**config.mk**
```make
export PLATFORM = sky130hd
export DESIGN_NAME = dma_irq_agg
export DESIGN_NICKNAME = d
export VERILOG_FILES = /design/src/rtl/dma_irq_agg_pkg.sv /design/src/rtl/irq_reg_decode.sv /design/src/rtl/irq_event_bank.sv /design/src/rtl/dma_irq_agg.sv
export SDC_FILE = /design/constraint.sdc
export NUM_CORES = 1
export LEC_CHECK = 0
export ABC_CLOCK_PERIOD_IN_PS = 2300
export CAP_MARGIN = 20
export CORE_ASPECT_RATIO = 0.5
export CORE_MARGIN = 8
export CORE_UTILIZATION = 53
export DETAILED_ROUTE_END_ITERATION = 16
export PLACE_DENSITY_LB_ADDON = 0.12
export SLEW_MARGIN = 5
export SYNTH_ARGS = -nofsm -noshare
export SYNTH_HDL_FRONTEND = slang
export SYNTH_HIERARCHICAL = 1
export SYNTH_SLANG_ARGS = --single-unit
```
**constraint.sdc**
```tcl
create_clock -name clk_i -period 2.3 [get_ports clk_i]
set_clock_uncertainty 0.1 [all_clocks]
set_input_delay 0.46 -clock clk_i [delete_from_list [all_inputs] [get_ports clk_i]]
set_output_delay 0.46 -clock clk_i [all_outputs]
set_load 0.02 [all_outputs]
```
**src/rtl/dma_irq_agg_pkg.sv**
```systemverilog
package dma_irq_agg_pkg;
  localparam int unsigned NUM_CH     = 9;
  localparam int unsigned EVT_PER_CH = 3;
  localparam int unsigned DATA_W     = 32;
  localparam int unsigned ADDR_W     = 5;

  // word index = byte offset / 4
  typedef enum logic [2:0] {
    REG_ENABLE = 3'd0,
    REG_MASKED = 3'd1,
    REG_RAW    = 3'd2,
    REG_CLEAR  = 3'd3,
    REG_FORCE  = 3'd4
  } reg_sel_e;

  // position of each event kind inside a channel group
  localparam int unsigned EVT_PERIOD = 0;
  localparam int unsigned EVT_UNDER  = 1;
  localparam int unsigned EVT_ERROR  = 2;
endpackage

```
**src/rtl/irq_reg_decode.sv**
```systemverilog
module irq_reg_decode
  import dma_irq_agg_pkg::*;
#(
  parameter int unsigned EVT_W  = 27,
  parameter int unsigned DATA_W = 32,
  parameter int unsigned ADDR_W = 5
) (
  input  logic              req_i,
  input  logic              we_i,
  input  logic [ADDR_W-1:0] addr_i,
  input  logic [DATA_W-1:0] wdata_i,
  input  logic [EVT_W-1:0]  en_q_i,
  input  logic [EVT_W-1:0]  raw_q_i,
  output logic              en_we_o,
  output logic [EVT_W-1:0]  en_wdata_o,
  output logic [EVT_W-1:0]  clr_mask_o,
  output logic [EVT_W-1:0]  set_mask_o,
  output logic [DATA_W-1:0] rdata_o
);
  localparam int unsigned IDX_W = ADDR_W - 2;
  localparam int unsigned PAD_W = DATA_W - EVT_W;

  logic [IDX_W-1:0] idx;
  logic             aligned;
  logic             wr;
  logic [EVT_W-1:0] wbits;
  logic [EVT_W-1:0] view;

  assign idx     = addr_i[ADDR_W-1:2];
  assign aligned = (addr_i[1:0] == 2'b00);
  assign wr      = req_i & we_i & aligned;
  assign wbits   = wdata_i[EVT_W-1:0]; // reserved bits dropped here

  assign en_we_o    = wr & (idx == IDX_W'(REG_ENABLE));
  assign en_wdata_o = wbits;
  assign clr_mask_o = (wr && idx == IDX_W'(REG_CLEAR)) ? wbits : '0;
  assign set_mask_o = (wr && idx == IDX_W'(REG_FORCE)) ? wbits : '0;

  always_comb begin
    view = '0;
    if (aligned) begin
      if (idx == IDX_W'(REG_ENABLE))      view = en_q_i;
      else if (idx == IDX_W'(REG_MASKED)) view = raw_q_i & en_q_i;
      else if (idx == IDX_W'(REG_RAW))    view = raw_q_i;
    end
  end

  assign rdata_o = {{PAD_W{1'b0}}, view};
endmodule

```
**src/rtl/irq_event_bank.sv**
```systemverilog
module irq_event_bank #(
  parameter int unsigned NUM_CH     = 9,
  parameter int unsigned EVT_PER_CH = 3,
  parameter int unsigned EVT_W      = NUM_CH * EVT_PER_CH
) (
  input  logic             clk_i,
  input  logic             rst_ni,
  input  logic [EVT_W-1:0] evt_i,
  input  logic [EVT_W-1:0] set_i,
  input  logic [EVT_W-1:0] clr_i,
  input  logic             en_we_i,
  input  logic [EVT_W-1:0] en_wdata_i,
  output logic [EVT_W-1:0] raw_o,
  output logic [EVT_W-1:0] en_o,
  output logic [NUM_CH-1:0] ch_pend_o
);
  logic [EVT_W-1:0] raw_q;
  logic [EVT_W-1:0] en_q;

  always_ff @(posedge clk_i or negedge rst_ni) begin
    if (!rst_ni)      en_q <= '0;
    else if (en_we_i) en_q <= en_wdata_i;
  end

  for (genvar ch = 0; ch < NUM_CH; ch++) begin : g_ch
    localparam int unsigned BASE = ch * EVT_PER_CH;
    for (genvar k = 0; k < EVT_PER_CH; k++) begin : g_bit
      // set beats clear so a colliding event is never lost
      always_ff @(posedge clk_i or negedge rst_ni) begin
        if (!rst_ni)                                 raw_q[BASE+k] <= 1'b0;
        else if (evt_i[BASE+k] || set_i[BASE+k])     raw_q[BASE+k] <= 1'b1;
        else if (clr_i[BASE+k])                      raw_q[BASE+k] <= 1'b0;
      end
    end
    assign ch_pend_o[ch] = |(raw_q[BASE +: EVT_PER_CH] & en_q[BASE +: EVT_PER_CH]);
  end

  assign raw_o = raw_q;
  assign en_o  = en_q;
endmodule

```
**src/rtl/dma_irq_agg.sv**
```systemverilog
module dma_irq_agg
  import dma_irq_agg_pkg::*;
#(
  parameter int unsigned N_CH    = dma_irq_agg_pkg::NUM_CH,
  parameter int unsigned N_EVT   = dma_irq_agg_pkg::EVT_PER_CH,
  parameter int unsigned DW      = dma_irq_agg_pkg::DATA_W,
  parameter int unsigned AW      = dma_irq_agg_pkg::ADDR_W
) (
  input  logic                   clk_i,
  input  logic                   rst_ni,
  input  logic [N_CH*N_EVT-1:0]  evt_i,
  input  logic                   req_i,
  input  logic                   we_i,
  input  logic [AW-1:0]          addr_i,
  input  logic [DW-1:0]          wdata_i,
  output logic [DW-1:0]          rdata_o,
  output logic                   irq_o
);
  localparam int unsigned EVT_W = N_CH * N_EVT;

  logic             en_we;
  logic [EVT_W-1:0] en_wdata;
  logic [EVT_W-1:0] clr_mask;
  logic [EVT_W-1:0] set_mask;
  logic [EVT_W-1:0] raw_q;
  logic [EVT_W-1:0] en_q;
  logic [N_CH-1:0]  ch_pend;

  irq_reg_decode #(
    .EVT_W (EVT_W),
    .DATA_W(DW),
    .ADDR_W(AW)
  ) u_dec (
    .req_i     (req_i),
    .we_i      (we_i),
    .addr_i    (addr_i),
    .wdata_i   (wdata_i),
    .en_q_i    (en_q),
    .raw_q_i   (raw_q),
    .en_we_o   (en_we),
    .en_wdata_o(en_wdata),
    .clr_mask_o(clr_mask),
    .set_mask_o(set_mask),
    .rdata_o   (rdata_o)
  );

  irq_event_bank #(
    .NUM_CH    (N_CH),
    .EVT_PER_CH(N_EVT),
    .EVT_W     (EVT_W)
  ) u_bank (
    .clk_i     (clk_i),
    .rst_ni    (rst_ni),
    .evt_i     (evt_i),
    .set_i     (set_mask),
    .clr_i     (clr_mask),
    .en_we_i   (en_we),
    .en_wdata_i(en_wdata),
    .raw_o     (raw_q),
    .en_o      (en_q),
    .ch_pend_o (ch_pend)
  );

  assign irq_o = |ch_pend;
endmodule

```
### After elaboration in Yosys (flattened, before gate mapping)

Cells that the tools add are included.

| operators by class | value |
|---|---|
| reductions and logical operators | 59 |
| bitwise logic cells | 13 |
| mux-type cells | 60 |
| equality and inequality tests | 4 |

Operator list:

| cell | number |
|---|---|
| two-way mux 27 bit | 6 |
| two-way mux 1 bit | 54 |
| nonzero test 2 bit | 27 |
| bitwise AND 27 bit | 1 |
| bitwise AND 3 bit | 9 |
| logical OR 1 bit | 27 |
| OR reduction 27 bit | 1 |
| == test 3 x 2 -> 1 bit, second input constant | 2 |
| bitwise AND 1 bit | 3 |
| == test 3 x 1 -> 1 bit, second input constant | 1 |
| == test 3 bit, second input constant | 1 |
| logical NOT 3 bit | 1 |
| logical AND 1 bit | 2 |
| logical NOT 2 bit | 1 |

| storage, ports and cells | value |
|---|---|
| flip-flop bits (word level) | 54 |
| input port bits | 68 |
| output and inout port bits | 33 |
| logic and storage cells | 164 |

### Logic depth before layout (Yosys ltp)

| logic depth | value |
|---|---|
| depth in word-level cells | 6 |
| gate-level depth with buffers | 6 |
| gate-level depth less buffers | 5 |

### Modules after synthesis

Netlist, hierarchy kept.

By module, submodules not included:

| module | area each (um2) | times used | seq. area each (um2) | cells an instance |
|---|---|---|---|---|
| irq_event_bank | 2243.4 | 1 | 1351.3 | 183 |
| irq_reg_decode | 1470.2 | 1 | 0.0 | 221 |
| dma_irq_agg | 20.0 | 1 | 0.0 | 4 |

### Least setup slack after synthesis

Ideal clock, no wire load.

| timing | value |
|---|---|
| kind | input to register |
| start | input port addr_i[4] |
| end | register u_bank.en_q[10] (netlist: u_bank/en_o[10]) |
| stages | 6 |
| data required time | 2075 ps |
| setup slack | 154 ps |
| data arrival time | 1921 ps |
| library setup time | 125 ps |
| path buffers | 3 |
| cells stage by stage | or3_4 buf_2 nor4_1 buf_6 buf_12 mux2_4 |

| on the way | value |
|---|---|
| longest elaborated chain between the ends | 2 |

Ends and longest elaborated chain:

| what | line | text |
|---|---|---|
| start: declaration | dma_irq_agg.sv:14 | `input logic [AW-1:0] addr_i,` |
| logical NOT 3 bit | irq_reg_decode.sv:34 | `assign en_we_o = wr & (idx == IDX_W'(REG_ENABLE));` |
| bitwise AND 1 bit | irq_reg_decode.sv:34 |  |
| via en_we | dma_irq_agg.sv:21 | `logic en_we;` |
| end signal: assignment | irq_event_bank.sv:22 | `else if (en_we_i) en_q <= en_wdata_i;` |
| end: declaration | irq_event_bank.sv:18 | `logic [EVT_W-1:0] en_q;` |

The timed path passes the listed nets, and every way through them passes these cells.
A chain may end at the register's enable or synchronous reset.

### Final worst setup path

| timing | value |
|---|---|
| start | register u_bank.raw_q[21] (netlist: u_bank/raw_o[21]) |
| end | output port irq_o |

| on the way | value |
|---|---|
| longest elaborated chain between the ends | 2 |

Ends and longest elaborated chain:

| what | line | text |
|---|---|---|
| start: declaration | irq_event_bank.sv:17 | `logic [EVT_W-1:0] raw_q;` |
| start signal: indexed assignment | irq_event_bank.sv:30 | `if (!rst_ni) raw_q[BASE+k] <= 1'b0;` |
| start signal: indexed assignment | irq_event_bank.sv:31 | `else if (evt_i[BASE+k] \|\| set_i[BASE+k]) raw_q[BASE+k] <= 1'b1;` |
| start signal: indexed assignment | irq_event_bank.sv:32 | `else if (clr_i[BASE+k]) raw_q[BASE+k] <= 1'b0;` |
| bitwise AND 3 bit | irq_event_bank.sv:35 | `assign ch_pend_o[ch] = \|(raw_q[BASE +: EVT_PER_CH] & en_q[BASE +: EVT_PER_CH]);` |
| OR reduction 27 bit | dma_irq_agg.sv:64 | `assign irq_o = \|ch_pend;` |
| end: declaration | dma_irq_agg.sv:17 | `output logic irq_o` |

No other way between the ends.

==> flow_summary.ini <==
[global_route]
grt_remaining_overflow = 0
grt_antenna_before_repair = 0
grt_pass1_wl_mm = 16.85
track_usage_pct = 21.15
grt_pass1_vias = 3401
grt_max_degree = 55

[floorplan]
dieArea_sq_um = 10150
io_pins = 101
start_util_pct = 55.29
die_w_microns = 134.7
core_area_sq_um = 6753
die_h_microns = 75.35
num_rows = 21

[worst_setup_path]
worstSetupStartpoint = u_bank/raw_o[21]
path_cells = a222oi_1 > inv_1 > nor4_2 > buf_4 > nand3_2 > buf_6
cp-end-kind = output port
crit_path_max_fanout = 4
critPathTopFamily = flip-flops
worstPathArrival_ns = 1.87
start_kind = flop
cp_data_required_time_ns = 1.74
r2r-start = u_bank/en_o[13]
setup.worst_path.class = flop to output port
cp_slowest_cell = dfrtp_1
worst-path-buf-inv = 3
max_stage_delay_ns = 0.42

[sta]
rsz0062_at_grt = true
min_period_ns = 2.430
finalWorstSetupSlack_ns = -0.1299
fmax_mhz = 411.5
setup_tns_ns = -0.1299
finalHoldViolations = 0
min_period_over_period_pct = 105.6
setup_viol = 1
drv_slew = 0

[detailed_routing]
finalWirelength_mm = 10.27
drtAntennaViolNets = 0
via_per_inst = 5.384
dr.pass1.iters = 8
avgRoutedWirePerCell_microns = 17.20
vias = 3214
drc_errors = 0
drtIter0Drc = 247

[finish]
synthToLayoutAreaGrowth_pct = 32.81
final_util_pct = 73.43
n_antenna_cell = 0
num-fill-cells = 512
nNetsFinal = 572
layout-drive-gt1-share_pct = 26.14
instances_no_fill = 597

[synth]
ys.warnings.count = 6
synthesis.area_sq_um = 3734
synth_area_leaders = dfrtp_1 (36%), nand3b_1 (10%), mux2_4 (8.0%), and2_1 (7.9%), buf_4 (6.4%)
syn_area_per_cell_sq_um = 9.151
ys_types = 29
synth-seq-cells = 54
postSynthCellCount = 408
synth_area_leader_cell = dfrtp_1
yosysTopAreaCellShare_pct = 36.19
seq_area_frac_synth_pct = 36.19

[clocking]
clk_latency_ns = 0.29
cts_made_buffers = 5
clock-root-buffer = clkbuf_16
clkTransAtPathRegs_ns = 0.07
cts_max_path_buffers = 2
cts_sinks = 54
cts_max_level = 2
cts_setup_buffers = 0
cts_tree = yes

[power]
ir_worst_vdd_uv = 287.6
p_leak_nw = 2.276
power_density_nw_per_um2 = 486.3

[place]
hpwl_mm = 7.243
numPortBuffers = 90
placed_cells = 586
place.gp.congestion = 0.8422

[status]
violations = negative setup slack
status = finished, violations left

[job]
maxCapViolations = 0

[min_path]
hold_path.class = input pin to asynchronous set/reset pin
state kept, by name (all words and copies together) (netlist names):
name	cells
u_bank/raw_o	27
u_bank/en_o	27
report_power, final:
group / internal, mW / leakage, nW / switching, mW
logic: 0.320 / 1.61 / 0.232
registers: 1.01 / 0.596 / 0.0497
clock network: 0.433 / 0.0729 / 0.363
cells in the mapped netlist:
cell / number
a21oi_1: 27
a222oi_1: 9
and2_1: 47
and2_2: 7
buf_1: 1
buf_12: 2
buf_2: 2
buf_4: 32
buf_6: 5
clkbuf_1: 11
clkbuf_2: 1
conb_1: 1
dfrtp_1: 54
inv_1: 36
mux2_2: 7
mux2_4: 20
nand2_1: 3
nand2b_1: 26
nand3_1: 1
nand3b_1: 52
nor2_1: 29
nor3_1: 1
nor3_4: 1
nor4_1: 2
nor4_4: 1
o211ai_1: 1
o21ai_0: 27
or3_4: 1
or3b_1: 1
placed cells by master, fill, tap and decap left out, drive strengths merged, types with 4 or more instances in the layout:
master,n
nand3b,52
nand2b,26
clkbuf,10
nor2,29
clkdlybuf4s15,11
inv,36
buf,62
o21ai,27
clkdlybuf4s50,56
a21oi,27
a222oi,9
or3,4
mux2,27
dfrtp,54
conb,5
and2,54
routing by layer:
| layer | GRT usage [%] | up-vias | share of wire [%] |
|---|---|---|---|
| met5 | 0 | - | 0 |
| met4 | 6.535 | 0 | 1.2 |
| met3 | 4.934 | 15 | 6.2 |
| met2 | 37.90 | 109 | 50 |
| met1 | 25.20 | 1571 | 43 |
| li1 | - | 1519 | - |
layout make-up:
| type | count | area [sq um] | area share, % |
|---|---|---|---|
| flip-flops and latches | 54 | 1351 | 27.25 |
| clock buffers | 6 | 138.9 | 2.801 |
| clock inverters | 2 | 12.51 | 0.2523 |
| repair buffers | 136 | 1261 | 25.44 |
| well taps | 92 | 115.1 | 2.321 |
| multi-input cells | 271 | 1944 | 39.21 |
| inverters | 36 | 135.1 | 2.725 |
what timing repair did:
action | CTS | global route
hold buffers | 0 | 0
pin swaps | 5 | 6
setup endpoints to repair | 55 | 35
gates cloned | 3 | 0
hold endpoints to repair | 0 | 0
gates resized for setup | 94 | 18
logic make-up after synthesis:
family | after synthesis | synth area share, %
simple gates | 172 | 29.46
buf+inv | 90 | 14.24
other cells | 1 | 0.1004
mux | 27 | 10.15
flops | 54 | 36.19
compound gates | 64 | 9.853
per-stage QoR:
stage	cell area, sq um	hold slack (ns)	setup WS [ns]	power [mW]
floorplan	3749	0.06441	0.1536	1.369
global placement	4805	0.3789	-0.5587	1.599
detailed placement	4805	0.3799	-0.5794	1.616
CTS	5011	0.05967	-0.1573	2.419
global route	4959	0.06839	-0.2560	2.530
finish	4959	0.03572	-0.1299	2.411
worst paths after layout:
check / endpoint / slack (ns) / cells past startpoint
setup / recovery: irq_o / -0.13 / 6
hold / removal: u_bank/raw_o[18] / 0.04 / 2
setup reg to reg: u_bank/en_o[13] / 1.28 / 2
hold reg to reg: u_bank/en_o[1] / 0.45 / 1
max in group asynchronous: u_bank/raw_o[10] / 1.79 / 2
min in group clk_i: u_bank/en_o[1] / 0.45 / 1
Power figures use the tool's default switching activity.
